===== config.mk =====
export PLATFORM = sky130hd
export DESIGN_NAME = ovr_monitor
export DESIGN_NICKNAME = d
export VERILOG_FILES = /design/src/rtl/ovr_pkg.sv /design/src/rtl/ovr_mag.sv /design/src/rtl/ovr_limit.sv /design/src/rtl/ovr_flags.sv /design/src/rtl/ovr_monitor.sv
export SDC_FILE = /design/constraint.sdc
export NUM_CORES = 1
export LEC_CHECK = 0
export BUFFER_PORTS_ARGS = -buffer_cell sky130_fd_sc_hd__buf_2
export CAP_MARGIN = 20
export CORE_MARGIN = 4
export CORE_UTILIZATION = 34
export CTS_BUF_LIST = sky130_fd_sc_hd__clkbuf_16
export CTS_CLUSTER_DIAMETER = 40
export DETAILED_ROUTE_END_ITERATION = 16
export PLACE_DENSITY = 0.56
export SLEW_MARGIN = 15
export SYNTH_ARGS = -nofsm -noshare
export SYNTH_HDL_FRONTEND = slang
export SYNTH_SLANG_ARGS = --single-unit

===== constraint.sdc =====
create_clock -name clk -period 1.4 [get_ports clk]
set_input_delay 0.21 -clock clk [delete_from_list [all_inputs] [get_ports clk]]
set_output_delay 0.21 -clock clk [all_outputs]
set_load 0.03 [all_outputs]

===== src/rtl/ovr_pkg.sv =====
package ovr_pkg;

  // Threshold reset value: four fifths of the largest positive magnitude code.
  function automatic longint def_limit(input int mag_w);
    longint full;
    full = (longint'(1) <<< mag_w) - 1;
    return (full * 4) / 5;
  endfunction

endpackage


===== src/rtl/ovr_mag.sv =====
module ovr_mag #(
  parameter int SAMPLE_W = 16,
  localparam int MAG_W = SAMPLE_W - 1
) (
  input  logic [SAMPLE_W-1:0] din,
  output logic [MAG_W-1:0]    mag
);

  logic [SAMPLE_W-1:0] negated;

  always_comb begin
    negated = ~din + {{(SAMPLE_W-1){1'b0}}, 1'b1};
    if (!din[SAMPLE_W-1]) begin
      mag = din[MAG_W-1:0];
    end else if (negated[SAMPLE_W-1]) begin
      // only the most negative code stays negative after negation
      mag = {MAG_W{1'b1}};
    end else begin
      mag = negated[MAG_W-1:0];
    end
  end

endmodule


===== src/rtl/ovr_limit.sv =====
module ovr_limit #(
  parameter int MAG_W = 15,
  parameter logic [MAG_W-1:0] LIM_RST = '0
) (
  input  logic             clk,
  input  logic             rst_n,
  input  logic             wr_en,
  input  logic [MAG_W-1:0] wr_data,
  output logic [MAG_W-1:0] limit
);

  logic [MAG_W-1:0] lim_d;
  logic [MAG_W-1:0] lim_q;

  always_comb begin
    lim_d = lim_q;
    if (wr_en) lim_d = wr_data;
  end

  always_ff @(posedge clk or negedge rst_n) begin
    if (!rst_n) lim_q <= LIM_RST;
    else        lim_q <= lim_d;
  end

  assign limit = lim_q;

endmodule


===== src/rtl/ovr_flags.sv =====
module ovr_flags (
  input  logic clk,
  input  logic rst_n,
  input  logic smp_valid,
  input  logic over,
  input  logic word_strobe,
  output logic alert,
  output logic word_ovr
);

  logic alert_q, alert_d;
  logic sticky_q, sticky_d;
  logic word_q, word_d;
  logic hit;

  assign hit = smp_valid & over;

  always_comb begin
    alert_d  = alert_q;
    sticky_d = sticky_q;
    word_d   = word_q;
    if (smp_valid) alert_d = over;
    if (word_strobe) begin
      // a sample in the strobe cycle closes into the current window
      word_d   = sticky_q | hit;
      sticky_d = 1'b0;
    end else if (hit) begin
      sticky_d = 1'b1;
    end
  end

  always_ff @(posedge clk or negedge rst_n) begin
    if (!rst_n) begin
      alert_q  <= 1'b0;
      sticky_q <= 1'b0;
      word_q   <= 1'b0;
    end else begin
      alert_q  <= alert_d;
      sticky_q <= sticky_d;
      word_q   <= word_d;
    end
  end

  assign alert    = alert_q;
  assign word_ovr = word_q;

endmodule


===== src/rtl/ovr_monitor.sv =====
module ovr_monitor #(
  parameter int SAMPLE_W = 16,
  localparam int MAG_W = SAMPLE_W - 1
) (
  input  logic                clk,
  input  logic                rst_n,
  input  logic                smp_valid,
  input  logic [SAMPLE_W-1:0] smp_data,
  input  logic                word_strobe,
  input  logic                lim_wr_en,
  input  logic [MAG_W-1:0]    lim_wr_data,
  output logic                alert,
  output logic                word_ovr
);

  localparam logic [MAG_W-1:0] LIM_RST = MAG_W'(ovr_pkg::def_limit(MAG_W));

  logic [1:0]       rst_sync_q;
  logic             rst_sync_n;
  logic [MAG_W-1:0] mag;
  logic [MAG_W-1:0] lim_q;
  logic             over;

  // asynchronous assertion, synchronous release
  always_ff @(posedge clk or negedge rst_n) begin
    if (!rst_n) rst_sync_q <= 2'b00;
    else        rst_sync_q <= {rst_sync_q[0], 1'b1};
  end
  assign rst_sync_n = rst_sync_q[1];

  ovr_mag #(.SAMPLE_W(SAMPLE_W)) u_mag (
    .din (smp_data),
    .mag (mag)
  );

  ovr_limit #(.MAG_W(MAG_W), .LIM_RST(LIM_RST)) u_lim (
    .clk     (clk),
    .rst_n   (rst_sync_n),
    .wr_en   (lim_wr_en),
    .wr_data (lim_wr_data),
    .limit   (lim_q)
  );

  assign over = (mag > lim_q);

  ovr_flags u_flags (
    .clk         (clk),
    .rst_n       (rst_sync_n),
    .smp_valid   (smp_valid),
    .over        (over),
    .word_strobe (word_strobe),
    .alert       (alert),
    .word_ovr    (word_ovr)
  );

endmodule


Yosys cells after proc, flatten, opt, wreduce, memory -nomap -nowiden --
Cells that the tools add are included.
Storage, ports and cells: register bits after elaboration 20, latch bits 0, RAM bits 0, ROM bits 0, input port bits 36, logic and storage cells 15, memories kept 0
Cells by class: add/subtract/negate cells 1, multiply operators 0, divide/modulo/power cells 0, $lt $le $gt $ge 1, equality and inequality tests 0, shifts and indexed selects 0, multiplexer cells 4, bitwise operators 3, reductions and logical operators 1
Operators with widths (number):
- 15-bit 2-to-1 mux | 2
- 16-bit by 1-bit adder with 16-bit output, second input constant | 1
- 16-bit inverter | 1
- 15-bit > comparator | 1
- 1-bit 2-to-1 mux | 2
- 2-bit nonzero test | 1
- 1-bit AND | 1
- 1-bit OR | 1

Depth between registers and ports, before layout --
depth in word-level cells 8, depth in mapped cells 13

By module --
A second synthesis with hierarchy kept.
Unflattened totals: cell total of the unflattened synthesis 160, area total of the unflattened synthesis 1570.3 sq um
By module, submodules not included:
- ovr_limit | times used 1, cells an instance 32, area an instance 623.1 sq um, seq. area each 385.4 sq um
- ovr_monitor | times used 1, cells an instance 55, area an instance 431.7 sq um, seq. area each 50.0 sq um
- ovr_mag | times used 1, cells an instance 65, area an instance 407.9 sq um, seq. area each 0.0 sq um
- ovr_flags | times used 1, cells an instance 8, area an instance 107.6 sq um, seq. area each 75.1 sq um

Worst setup path before layout --
No wires, ideal clock.
path kind input-to-reg, start point input smp_data[1], end point register u_flags.sticky_q, library setup time 119 ps, data arrival time 2860 ps, path slack -1580 ps, stages on the path 12, path buffers 0, path through inv_1 -> ha_1 -> or3b_1 -> or3_4 -> or3_4 -> o41ai_1 -> a21oi_1 -> ha_1 -> nand4_1 -> o41ai_1 -> a31oi_1 -> o21ba_2
Between the ends: word-level cells in the longest chain between the ends 7
Ends and longest elaborated chain:
- start: declaration | line ovr_monitor.sv:8 | input logic [SAMPLE_W-1:0] smp_data,
- 16-bit inverter | line ovr_mag.sv:12 | negated = ~din + {{(SAMPLE_W-1){1'b0}}, 1'b1};
- 16-bit by 1-bit adder with 16-bit output | line ovr_mag.sv:12
- 15-bit 2-to-1 mux | line ovr_mag.sv:15 | end else if (negated[SAMPLE_W-1]) begin
- 15-bit 2-to-1 mux (*) | line ovr_mag.sv:13 | if (!din[SAMPLE_W-1]) begin
- 15-bit > comparator (*) | line ovr_monitor.sv:44 | assign over = (mag > lim_q);
- 1-bit AND (*) | line ovr_flags.sv:16 | assign hit = smp_valid & over;
- 2-bit nonzero test (no source line) (*)
- end signal: assignment | line ovr_flags.sv:39 | sticky_q <= sticky_d;
- end: declaration | line ovr_flags.sv:12 | logic sticky_q, sticky_d;
Mark *: on every way between the ends. The rest lies on a longest branch, timed or not. A chain may end at the register's enable or synchronous reset.

Worst setup path in the final report --
Same ends and word-level chain as after synthesis.

==> results.tsv <==
stage	metric	value	unit
synthesis	sequential share of the synthesized area	33.9	%
worst_setup_path	worst path bufs/invs	2	
detailed_routing	# DRC	0	
synthesis	most numerous cell in the Yosys netlist	o21ai_0	
finish	fin cells	317	
placed_design	Cells after DPL	311	
die	# rows	23	
clock_network	clock buffer count from CTS	3	
worst_setup_path	Crit Path Category	in -> reg	
global_routing	largest net degree at the start of global routing	19	
global_routing	number of global-route vias before repair	1496	
synthesis	commonest cells in the synthesized netlist	o21ai_0 (31), inv_1 (25), nand2_1 (23), a21oi_1 (16), ha_1 (16)	
worst_setup_path	Crit path max-delay family	simple AND/OR/NAND/NOR gates	
die	die area	5550	um2
worst_setup_path	slowest CP cell	or3_4	
synthesis	Syn Inst Count	186	
detailed_routing	Routed wire per std cell	11.7	um
clock_network	CTS Buffer Depth	2	
finish	net total in the final layout	320	
finish	Register Area	510	um2
outcome	failing checks	negative setup slack	
worst_setup_path	WP data required	1.54	ns
clock_network	CTS tree	built	
timing	Peak Freq	350	MHz
detailed_routing	Pre-antenna DRT Iters	4	
detailed_routing	routed via count	1523	
placed_design	Placement Setup Slack	-1.75	ns
detailed_routing	DR vias/cell	4.80	
worst_setup_path	critical path arrival	3.00	ns
finish	Area growth syn-to-layout	51.4	%
synthesis	ys flop type	dfrtp_1	
timing	final hold viol count	0	
worst_setup_path	critical path fanouts, max	4	
timing	Final WS setup	-1.46	ns
die	Starting Density	36.3	%
synthesis	synthesized area	1500	um2
synthesis	async set-or-reset flop fraction in the synthesized netlist	100	%
worst_setup_path	Max stage delay on crit path	0.39	ns
worst_hold_path	Tightest Hold Check Type	in -> reg	
power	Peak VDD IR	0.625	mV
die	core region area	4140	um2
worst_setup_path	element type at the critical path end	flop	
synthesis	Synth warnings	0	
synthesis	Yosys top cell by area	dfrtp_1	
finish	ANT cells	0	
placed_design	post-DP HPWL	2940	um
synthesis	Syn Area/Cell	8.09	um2
timing	Worst Skew	0.00202	ns
timing	endpoints failing setup	3	
power	PD cells	798	nW/um2
placed_design	PortBufs	37	
clock_network	H-tree Lvls	1	
synthesis	Synth Net Count	238	
clock_network	Clock Tree Root	clkbuf_16	
synthesis	Netlist cell types	33	
global_routing	all-layer global routing usage	15.0	%
detailed_routing	Post-DRT Antenna Nets	0	
placed_design	final RePlAce weighted congestion	0.778	
clock_network	Sink Count	20	
worst_setup_path	Critical Path Start Type	input port	
finish	layout cells sized above 1	42.7	%
detailed_routing	number of DRC markers in iteration 0	69	
timing	final count of pins violating max slew	0	
timing	unrepaired setup endpoints after global routing	yes	
run	MaxCap Viol Count	0	
outcome	run status	complete, but fails checks	
global_routing	initial antenna violation count	0	
timing	TNS Setup	-4.32	ns
die	Die H	74.5	um
die	die width	74.5	um
timing	Final period util	204	%
die	I/O pin count	38	
power	leak pwr	0.00114	uW
clock_network	clk_lat worst skew	0.25	ns
synthesis	Post-synth EDFFs	0	
synthesis	Synth area leaders	dfrtp_1 (20%), dfstp_2 (14%), ha_1 (13%)	
synthesis	Yosys reg bits	20	
detailed_routing	final WL	3720	um
global_routing	GR Overflow Total	0	
finish	filler instances	414	
finish	area occupied by multi-input gates	962	um2
worst_setup_path	critical-path cell list	buf_12 -> inv_12 -> ha_4 -> or3b_4 -> or3_4 -> or3_4 -> o41ai_4 -> a21oi_2 -> ha_1 -> nand4_1 -> o41ai_4 -> a31oi_4 -> o21ba_2	
timing	Tmin final	2.86	ns
global_routing	first-pass GRT wire length	6620	um
clock_network	clk slew on worst S/H paths	0.05	ns
synthesis	Yosys top cell area share	20.0	%
-- where the power goes --
group	leakage (uW)	switching, uW	total [uW]	internal [uW]
logic	0.000875	286	567	281
clock network	0.0000385	205	585	380
registers	0.000229	17.8	667	649
-- worst paths after layout --
| path | from | end | slack, ns | cells after the start |
|---|---|---|---|---|
| min in group asynchronous | rst_sync_q[1] | u_lim.limit[1] | 0.19 | 1 |
| worst min register to register | rst_sync_q[1] | u_lim.limit[1] | 0.19 | 1 |
| worst max-delay path | smp_data[1] | u_flags.sticky_q | -1.46 | 13 |
| max in group asynchronous | rst_sync_q[1] | u_lim.limit[10] | 0.95 | 1 |
| worst min-delay path | lim_wr_data[1] | u_lim.limit[1] | 0.17 | 3 |
| worst max register to register | u_lim.limit[10] | u_flags.sticky_q | -0.42 | 6 |
-- repair_timing --
action | 4_1_cts | 5_1_grt
pin swaps | 1 | 1
hold buffers | 1 | 0
hold endpoints to repair | 2 | 0
setup buffers | 1 | 0
endpoints found under the setup margin | 3 | 3
resized for setup | 13 | 3
-- routing by layer --
metal  vias to the layer above  GRT usage, %  part of all wire [%]
met3                         5          2.84                   6.1
met4                         0          2.96                  0.86
met2                        43          22.1                    41
met1                       659          22.8                    52
met5                         -             0                     0
li1                        816             -                     -
-- placed cells by master (no fill, tap or decap), types with 3 or more instances in the layout --
cell type	n
o21ai_0	29
or3_4	5
buf_2	35
inv_1	23
buf_4	45
ha_1	15
dfstp_2	8
nor3_1	4
nand4_1	3
clkbuf_16	3
a21oi_1	15
nor2_1	6
and3_1	3
dfrtp_1	12
nand2_1	23
nand3_1	3
-- kinds of logic after synthesis --
| kind of cell | Yosys count | synth area share, % |
|---|---|---|
| buffers and inverters | 31 | 7.82 |
| other | 1 | 0.249 |
| adders and majority gates | 16 | 13.3 |
| and+or+nand+nor | 54 | 19.1 |
| DFF | 20 | 33.9 |
| muxes | 1 | 0.749 |
| AOI/OAI and AO/OA | 63 | 24.9 |
-- through the flow --
stage	power, uW	utilization, %	area [um2]	hold WS [ns]
floorplan	952	-	1540	-0.0856
global placement	1190	50.6	2100	-0.00405
detailed placement	1200	50.6	2100	-0.00233
CTS	1830	54.3	2250	0.167
global route	1960	55.0	2280	0.171
finish	1820	55.0	2280	0.165
-- sequential cells by signal, indices dropped and copies added (netlist names) --
signal and count:
u_lim.limit 15, rst_sync_q 2, u_flags.alert 1, u_flags.sticky_q 1, u_flags.word_ovr 1
-- worst register-to-register path, delay by kind of cell (launching register included) --
kind | cells | cell delay [ns]
flip-flops | 1 | 0.51
AND/OR/NAND/NOR | 1 | 0.17
AO/OA/AOI/OAI | 3 | 0.69
adder cells (fa/ha/maj) | 1 | 0.30
buffers and inverters | 1 | 0.05
-- layout make-up --
class                      instances  area share (%)
inverter                          25            4.78
clock inverter                     1           0.165
tap                               50            2.75
multi-input combinational        135            42.3
sequential                        20            22.4
timing repair buffer              83            24.3
clock buffer                       3            3.30
(Power assumes the default switching activity.)
